File: src/rtl/tot_pkg.sv
package tot_pkg;

    localparam int unsigned SUM_CH  = 8;
    localparam int unsigned SUM_BITS = 7;
    localparam int unsigned DYN_BITS = 8;

    typedef enum logic [1:0] {
        CH_ARMED = 2'd0,
        CH_MEAS  = 2'd1,
        CH_DONE  = 2'd2
    } ch_state_e;

    function automatic int unsigned data_bits(int unsigned nch, int unsigned sw, int unsigned dw);
        return nch * sw + dw;
    endfunction

endpackage

File: src/rtl/tot_sync.sv
module tot_sync #(
    parameter int unsigned W = 1
) (
    input  logic         clk,
    input  logic         rst,
    input  logic [W-1:0] d_i,
    output logic [W-1:0] q_o
);
    logic [W-1:0] stage1;
    logic [W-1:0] stage2;

    always_ff @(posedge clk) begin
        if (rst) begin
            stage1 <= '0;
            stage2 <= '0;
        end else begin
            stage1 <= d_i;
            stage2 <= stage1;
        end
    end

    assign q_o = stage2;
endmodule

File: src/rtl/tot_width_ctr.sv
module tot_width_ctr
    import tot_pkg::*;
#(
    parameter int unsigned W = 7
) (
    input  logic         clk,
    input  logic         rst,
    input  logic         clr_i,
    input  logic         pulse_i,
    output logic [W-1:0] cnt_o
);
    localparam logic [W-1:0] CNT_MAX = {W{1'b1}};

    ch_state_e    st;
    logic [W-1:0] cnt;

    always_ff @(posedge clk) begin
        if (rst || clr_i) begin
            st  <= CH_ARMED;
            cnt <= '0;
        end else begin
            case (st)
                CH_ARMED: begin
                    if (pulse_i) begin
                        cnt <= {{(W-1){1'b0}}, 1'b1};
                        st  <= CH_MEAS;
                    end
                end
                CH_MEAS: begin
                    if (pulse_i) begin
                        if (cnt != CNT_MAX) cnt <= cnt + 1'b1;
                    end else begin
                        st <= CH_DONE;
                    end
                end
                default: st <= CH_DONE;
            endcase
        end
    end

    assign cnt_o = cnt;

    // R2 for sum channels, R3 for the dynode channel
    assert_hold_max_R2: assert property (@(posedge clk) disable iff (rst)
        (cnt == CNT_MAX && !clr_i) |=> cnt == CNT_MAX);

    assert_first_only_R4: assert property (@(posedge clk) disable iff (rst)
        (st == CH_DONE && !clr_i) |=> $stable(cnt));

    assert_restart_R5: assert property (@(posedge clk) disable iff (rst)
        clr_i |=> (cnt == '0 && st == CH_ARMED));

    assert_monotonic_R1: assert property (@(posedge clk) disable iff (rst)
        (!clr_i && st != CH_ARMED) |=> cnt >= $past(cnt));
endmodule

File: src/rtl/tot_serializer.sv
module tot_serializer #(
    parameter int unsigned FW = 66
) (
    input  logic          clk,
    input  logic          rst,
    input  logic          load_i,
    input  logic [FW-1:0] word_i,
    output logic          ser_o
);
    localparam int unsigned RW = $clog2(FW + 1);

    logic [FW-1:0] shreg;
    logic [RW-1:0] remain;

    always_ff @(posedge clk) begin
        if (rst) begin
            shreg  <= '0;
            remain <= '0;
        end else if (load_i) begin
            shreg  <= word_i;
            remain <= RW'(FW);
        end else if (remain != '0) begin
            shreg  <= {shreg[FW-2:0], 1'b0};
            remain <= remain - 1'b1;
        end
    end

    assign ser_o = shreg[FW-1];

    assert_start_bit_R6: assert property (@(posedge clk) disable iff (rst)
        load_i |=> ser_o);

    assert_idle_low_R8: assert property (@(posedge clk) disable iff (rst)
        (remain == '0) |-> !ser_o);
endmodule

File: src/rtl/tot_digitizer.sv
module tot_digitizer
    import tot_pkg::*;
#(
    parameter int unsigned N_SUM = SUM_CH,
    parameter int unsigned SUM_W = SUM_BITS,
    parameter int unsigned DYN_W = DYN_BITS
) (
    input  logic             clk,
    input  logic             rst,
    input  logic             frame_i,
    input  logic [N_SUM-1:0] sum_pulse_i,
    input  logic             dyn_pulse_i,
    output logic             ser_o
);
    localparam int unsigned DATA_W  = data_bits(N_SUM, SUM_W, DYN_W);
    localparam int unsigned FRAME_W = DATA_W + 2;
    localparam int unsigned NIN     = N_SUM + 1;

    logic [NIN-1:0]   raw_in;
    logic [NIN-1:0]   sync_in;
    logic [SUM_W-1:0] sum_cnt [N_SUM];
    logic [DYN_W-1:0] dyn_cnt;
    logic [DATA_W-1:0] data_word;
    logic [FRAME_W-1:0] frame_word;

    assign raw_in = {dyn_pulse_i, sum_pulse_i};

    tot_sync #(.W(NIN)) u_sync (
        .clk (clk),
        .rst (rst),
        .d_i (raw_in),
        .q_o (sync_in)
    );

    for (genvar g = 0; g < N_SUM; g++) begin : g_sum
        tot_width_ctr #(.W(SUM_W)) u_ctr (
            .clk     (clk),
            .rst     (rst),
            .clr_i   (frame_i),
            .pulse_i (sync_in[g]),
            .cnt_o   (sum_cnt[g])
        );
    end

    tot_width_ctr #(.W(DYN_W)) u_dyn_ctr (
        .clk     (clk),
        .rst     (rst),
        .clr_i   (frame_i),
        .pulse_i (sync_in[N_SUM]),
        .cnt_o   (dyn_cnt)
    );

    always_comb begin
        data_word = '0;
        for (int i = 0; i < int'(N_SUM); i++) begin
            data_word[DATA_W-1 - i*SUM_W -: SUM_W] = sum_cnt[i];
        end
        data_word[DYN_W-1:0] = dyn_cnt;
        frame_word = {1'b1, data_word, ^data_word};
    end

    tot_serializer #(.FW(FRAME_W)) u_ser (
        .clk    (clk),
        .rst    (rst),
        .load_i (frame_i),
        .word_i (frame_word),
        .ser_o  (ser_o)
    );
endmodule

File: config.mk
export PLATFORM = sky130hd
export DESIGN_NAME = tot_digitizer
export DESIGN_NICKNAME = d
export VERILOG_FILES = /design/src/rtl/tot_pkg.sv /design/src/rtl/tot_sync.sv /design/src/rtl/tot_width_ctr.sv /design/src/rtl/tot_serializer.sv /design/src/rtl/tot_digitizer.sv
export SDC_FILE = /design/constraint.sdc
export NUM_CORES = 1
export LEC_CHECK = 0
export ABC_AREA = 1
export BUFFER_PORTS_ARGS = -buffer_cell sky130_fd_sc_hd__buf_4
export CAP_MARGIN = 20
export CORE_MARGIN = 2
export CORE_UTILIZATION = 45
export CTS_CLUSTER_DIAMETER = 80
export DETAILED_ROUTE_END_ITERATION = 10
export PLACE_DENSITY = 0.68
export SYNTH_ARGS = -nofsm -noshare
export SYNTH_HDL_FRONTEND = slang
export SYNTH_HIERARCHICAL = 1
export SYNTH_SLANG_ARGS = --single-unit
File: constraint.sdc
create_clock -name clk -period 3.5 [get_ports clk]
set_clock_uncertainty 0.2 [all_clocks]
set_input_delay 0.35 -clock clk [delete_from_list [all_inputs] [get_ports clk]]
set_output_delay 0.35 -clock clk [all_outputs]
set_load 0.03 [all_outputs]
Word-level counts from Yosys, hierarchy flattened

Index checks and enable logic that the tools add are counted.

Add/sub/neg operators: 10
Divide/modulo/power cells: 0
$lt $le $gt $ge: 0
Muxes and demuxes: 67
Multipliers: 0
Shift operators: 0
Bitwise logic cells: 0
Reductions and logical operators: 41
Equality and inequality tests: 54

Operators with widths:

| kind                                                                     | number |
|---|---|
| 7-bit two-way mux                                                        | 26 |
| 66-bit two-way mux                                                       | 2 |
| 7-bit one-hot mux with 2 select lines                                    | 8 |
| 64-bit parity                                                            | 1 |
| 7-bit by 1-bit adder with 7-bit output (second input constant)           | 8 |
| 7-bit inequality test (second input constant)                            | 8 |
| 2-bit inequality test (second input constant)                            | 27 |
| 2-bit two-way mux                                                        | 18 |
| 2-bit one-hot mux with 2 select lines                                    | 9 |
| 4-bit AND reduction                                                      | 9 |
| 8-bit two-way mux                                                        | 3 |
| 2-bit nonzero test                                                       | 10 |
| 2-bit by 1-bit equality test with 1-bit output (second input constant)   | 9 |
| 2-bit zero test                                                          | 9 |
| 2-bit by 1-bit inequality test with 1-bit output (second input constant) | 9 |
| 2-bit AND reduction                                                      | 9 |
| 8-bit one-hot mux with 2 select lines                                    | 1 |
| 8-bit by 1-bit adder with 8-bit output (second input constant)           | 1 |
| 8-bit inequality test (second input constant)                            | 1 |
| 7-bit nonzero test                                                       | 1 |
| 7-bit by 1-bit subtractor with 7-bit output (second input constant)      | 1 |
| 2-bit OR reduction                                                       | 1 |
| 1-bit logical OR                                                         | 1 |

Memory bits (read-only): 0
Memories: 0
Register bits after elaboration: 173
Latch bits: 0
RAM bits: 0
Output and inout port bits: 1
Input port bits: 12

Longest topological paths before layout

Depth after elaboration: 4
Mapped depth: 17

Cells and area by module

Netlist, hierarchy kept.

Modules (own cells, without submodules):

| module                             | times used | seq. area each (sq um) | cells an instance | area an instance (sq um) |
|---|---|---|---|---|
| tot_width_ctr (g_sum[0].u_ctr ...) | 8          | 180.2                  | 78                | 548.0 |
| tot_serializer                     | 1          | 1,461.4                | 560               | 3,592.2 |
| tot_digitizer                      | 1          | 0.0                    | 374               | 1,552.7 |
| tot_width_ctr (u_dyn_ctr)          | 1          | 200.2                  | 93                | 608.1 |
| tot_sync                           | 1          | 360.3                  | 56                | 521.8 |

Least setup slack after synthesis

Ideal clock, no wire load.

Path type: reg-to-reg
Start: reg u_dyn_ctr.cnt[2], in the netlist u_dyn_ctr/cnt_o[2]
End: reg u_ser.shreg[0]
Slack: 1.858 ns
Arrival time: 1.310 ns
Cell stages (with the launch flop): 16
Data required time: 3.168 ns
Library setup time: 0.132 ns
Cells stage by stage: dfxtp_1 -> nor2_1 -> nor2_2 -> nand2_1 -> nand2_1 -> nand2_1 -> nand2_1 -> nand2_1 -> nand2_1 -> nand2_1 -> nand2_2 -> inv_1 -> nand2_1 -> nand2_1 -> nand2_1 -> a21oi_1

Cells in the longest elaborated chain, start to end: 2

RTL lines:

| item                    | line                 | RTL |
|---|---|---|
| start, declared         | tot_width_ctr.sv:15  | `logic [W-1:0] cnt;` |
| start signal, assigned  | tot_width_ctr.sv:25  | `cnt <= {{(W-1){1'b0}}, 1'b1};` |
| start signal, assigned  | tot_width_ctr.sv:31  | `if (cnt != CNT_MAX) cnt <= cnt + 1'b1;` |
| 64-bit parity           | tot_digitizer.sv:59  | `frame_word = {1'b1, data_word, ^data_word};` |
| named net frame_word[0] | tot_digitizer.sv:24  | `logic [FRAME_W-1:0] frame_word;` |
| 66-bit two-way mux      | tot_serializer.sv:19 | `end else if (load_i) begin` |
| end signal, assigned    | tot_serializer.sv:20 | `shreg <= word_i;` |
| end signal, assigned    | tot_serializer.sv:23 | `shreg <= {shreg[FW-2:0], 1'b0};` |
| end, declared           | tot_serializer.sv:12 | `logic [FW-1:0] shreg;` |

The timed path passes the listed nets, and every way through them passes these cells.
A chain may end at the register's enable or synchronous reset.

Final worst setup path

Start: reg u_ser.remain[0]
End: reg u_ser.shreg[36]

Cells in the longest elaborated chain, start to end: 2

RTL lines:

| item                         | line                 | RTL |
|---|---|---|
| start, declared              | tot_serializer.sv:13 | `logic [RW-1:0] remain;` |
| start signal, assigned       | tot_serializer.sv:21 | `remain <= RW'(FW);` |
| start signal, assigned       | tot_serializer.sv:24 | `remain <= remain - 1'b1;` |
| 7-bit nonzero test           | tot_serializer.sv:22 | `end else if (remain != '0) begin` |
| 2-bit nonzero test (no line) | n/a                  |  |

No other way between the ends.

==> impl_metrics.json <==
{
  "status": "complete, no violations",
  "wirelength_um": 21600,
  "syn_nets": 1730,
  "path_depth": 8,
  "netlist_area_sq_um": 10700,
  "final_max_slew_viol_count": 0,
  "fin_tns_setup_ns": 0,
  "nFillCells": 2369,
  "hold_violations": 0,
  "p_leak_nw": 5.17,
  "r2r_slack_ns": 1.20,
  "dp_slack_ns": 1.19,
  "antenna_cells": 0,
  "synth_top_area_frac": 0.325,
  "start_util": 0.457,
  "dpl.hpwl_um": 14600,
  "groute.usage.overall": 0.183,
  "ant_nets": 0,
  "ys_seq_area_frac": 0.325,
  "grt_max_degree": 111,
  "fp.dieW_um": 158,
  "critical_path_required_ns": 3.59,
  "synth_warnings": 6,
  "synth.distinct_cells": 29,
  "r2r-start": "u_ser/remain[0]",
  "drt_iter0_drc": 600,
  "top_usage_layer": "met2",
  "use_met2": 0.320,
  "path_cells": "inv_1 > ha_1 > nand2_2 > inv_1 > nand3_2 > buf_4 > nand2_1 > a21oi_1",
  "final_util": 0.496,
  "grt_overflow": 0,
  "cpPeakStageDelay_ns": 0.51,
  "crit_path_start": "u_ser/remain[0]",
  "most-common-layout-cells": "672 x nand2_1, 188 x inv_1, 173 x dfxtp_1, 166 x nand3_1, 133 x nor2_1",
  "rsz0062_at_grt": "no",
  "io_pins": 13,
  "min_path_type": "input port to flop",
  "hold_depth": 4,
  "cp-end-kind": "flop",
  "layout_min_cycle_time_ns": 2.30,
  "cts_resized": 0,
  "firstDrtPassIters": 7,
  "core_area_sq_um": 23300,
  "portBuffers": 12,
  "critPathBufInv": 3,
  "relSlewSlack": 0.319,
  "dieArea_sq_um": 24900,
  "worst_r2r_path_depth": 8,
  "gp_congestion": 0.802,
  "synth_edf_count": 0,
  "vias": 9703,
  "period_share": 0.657,
  "crit_slowest_cell": "nand3_2",
  "grt_pass1_vias": 8716,
  "setup_viol": 0,
  "route.detailed.drc": 0,
  "hold-path-endpoint": "g_sum[4].u_ctr/cnt_o[2]",
  "clockBufferDepth": 2,
  "antenna_found_initial": 0,
  "num_rows": 56,
  "ys_ff_latch": 173,
  "max_freq_mhz": 435,
  "synth_top_area_cell": "dfxtp_1",
  "final_layout_size_suffix_gt1_frac": 0.0997,
  "p_total_mw": 4.47,
  "cts_root_buffer": "clkbuf_16",
  "synth.top_cells.by_area": "dfxtp_1 32%, nand2_1 24%, nand3_1 7.8%",
  "worstSetupPathType": "flop to flop",
  "worst-slew-pin-transition_ns": 1.02,
  "final_common_cell": "nand2_1",
  "synthArstFlopShare": 0,
  "grt_first_pass_wirelength_um": 38300,
  "htreeDepth": 4,
  "arrival_ns": 2.39,
  "met1_usage": 0.232,
  "path_common_cell": "inv_1",
  "synthFlopType": "dfxtp_1",
  "drv_cap": 0,
  "holdWs_ns": 0.0964,
  "peakVddDrop_uv": 291,
  "nets": 1726,
  "cp-start-kind": "flop",
  "avgSynthCellArea_sq_um": 6.24,
  "syn_inst": 1707,
  "worstPathMaxFanout": 29,
  "worst_slack_ns": 1.20,
  "cts_tree": "built",
  "wl_per_cell_um": 10.6,
  "hold_path.startpoint": "frame_i",
  "clk_latency_ns": 0.43,
  "met3_usage": 0.0287,
  "areaGrowthSynthToFinish_pct": 8.51,
  "die_h_um": 158,
  "cts_made_buffers": 17,
  "critPathTopFamily": "simple AND/OR/NAND/NOR gates",
  "power.density_nw_per_um2": 386,
  "via_per_inst": 4.77,
  "cts.sinks": 173,
  "path_clk_slew_ns": 0.07,
  "rr_endpoint": "u_ser/shreg[36]"
}
logic make-up after synthesis:
| family | after synthesis | synth area share |
|---|---|---|
| AO/OA/AOI/OAI | 146 | 0.0724 |
| XOR/XNOR | 28 | 0.0230 |
| adder cells (fa/ha/maj) | 11 | 0.0129 |
| buffers and inverters | 286 | 0.115 |
| flip-flops | 173 | 0.325 |
| multiplexers | 2 | 0.00188 |
| other | 1 | 0.000352 |
| AND/OR/NAND/NOR | 1060 | 0.450 |
sequential cells by signal, summed over array words and instances (netlist names):
register / flops
g_sum.u_ctr/st: 16
u_ser/remain: 7
g_sum.u_ctr/cnt_o: 56
u_sync/q_o: 9
u_sync/stage1: 9
u_ser/shreg: 66
u_dyn_ctr/cnt_o: 8
u_dyn_ctr/st: 2
cell usage after synthesis (14+ instances only):
library cell	number
o21ai_0	33
nor2_4	19
nand2_2	22
buf_6	14
dfxtp_1	173
inv_1	188
clkbuf_1	16
nand3_1	167
nor2_1	133
inv_2	18
o21ai_1	16
clkinv_1	26
xnor2_1	16
nand2_1	672
buf_2	21
a21oi_1	86
what timing repair did:
action / CTS / global route
endpoints found under the hold margin: 9 / 0
buffers inserted: 0 / 0
hold buffers: 9 / 0
setup endpoints to repair: 0 / 0
report_power, final:
part / total, mW / switching (mW) / internal [mW]
sequential: 2.04 / 0.0320 / 2.01
combinational: 0.506 / 0.353 / 0.153
clock: 1.92 / 0.863 / 1.06
worst register-to-register path, cell delays in order, from the launching register on:
cell and delay (ns):
dfxtp_1 0.31, inv_1 0.13, ha_1 0.20, nand2_2 0.09
inv_1 0.10, nand3_2 0.51, buf_4 0.45, nand2_1 0.10
a21oi_1 0.06
worst max path at each step:
| stage | to |
|---|---|
| detailed placement | u_ser/shreg[15] |
| global placement | u_ser/shreg[43] |
| CTS | u_ser/shreg[36] |
| global route | u_ser/shreg[38] |
| floorplan | u_ser/shreg[0] |
| finish | u_ser/shreg[36] |
metrics by stage:
stage | cells | area (sq um)
2_1_floorplan | 1707 | 10700
5_1_grt | 2035 | 11600
3_3_place_gp | 1994 | 10900
6_report | 2035 | 11600
3_5_place_dp | 1994 | 10900
4_1_cts | 2035 | 11600
per-layer routing:
metal	vias up	routed length, um
met3	27	523
met1	4342	10400
met2	110	10300
met4	0	280
met5	-	0
li1	5224	-
layout make-up:
type,count,area [sq um],share of cell area
inverters,232,872,0.0754
clock inverters,15,161,0.0140
clock buffers,17,425,0.0368
well taps,319,399,0.0345
multi-input cells,1248,5980,0.517
repair buffers,31,268,0.0232
flip-flops and latches,173,3460,0.299
(Power assumes the default switching activity.)
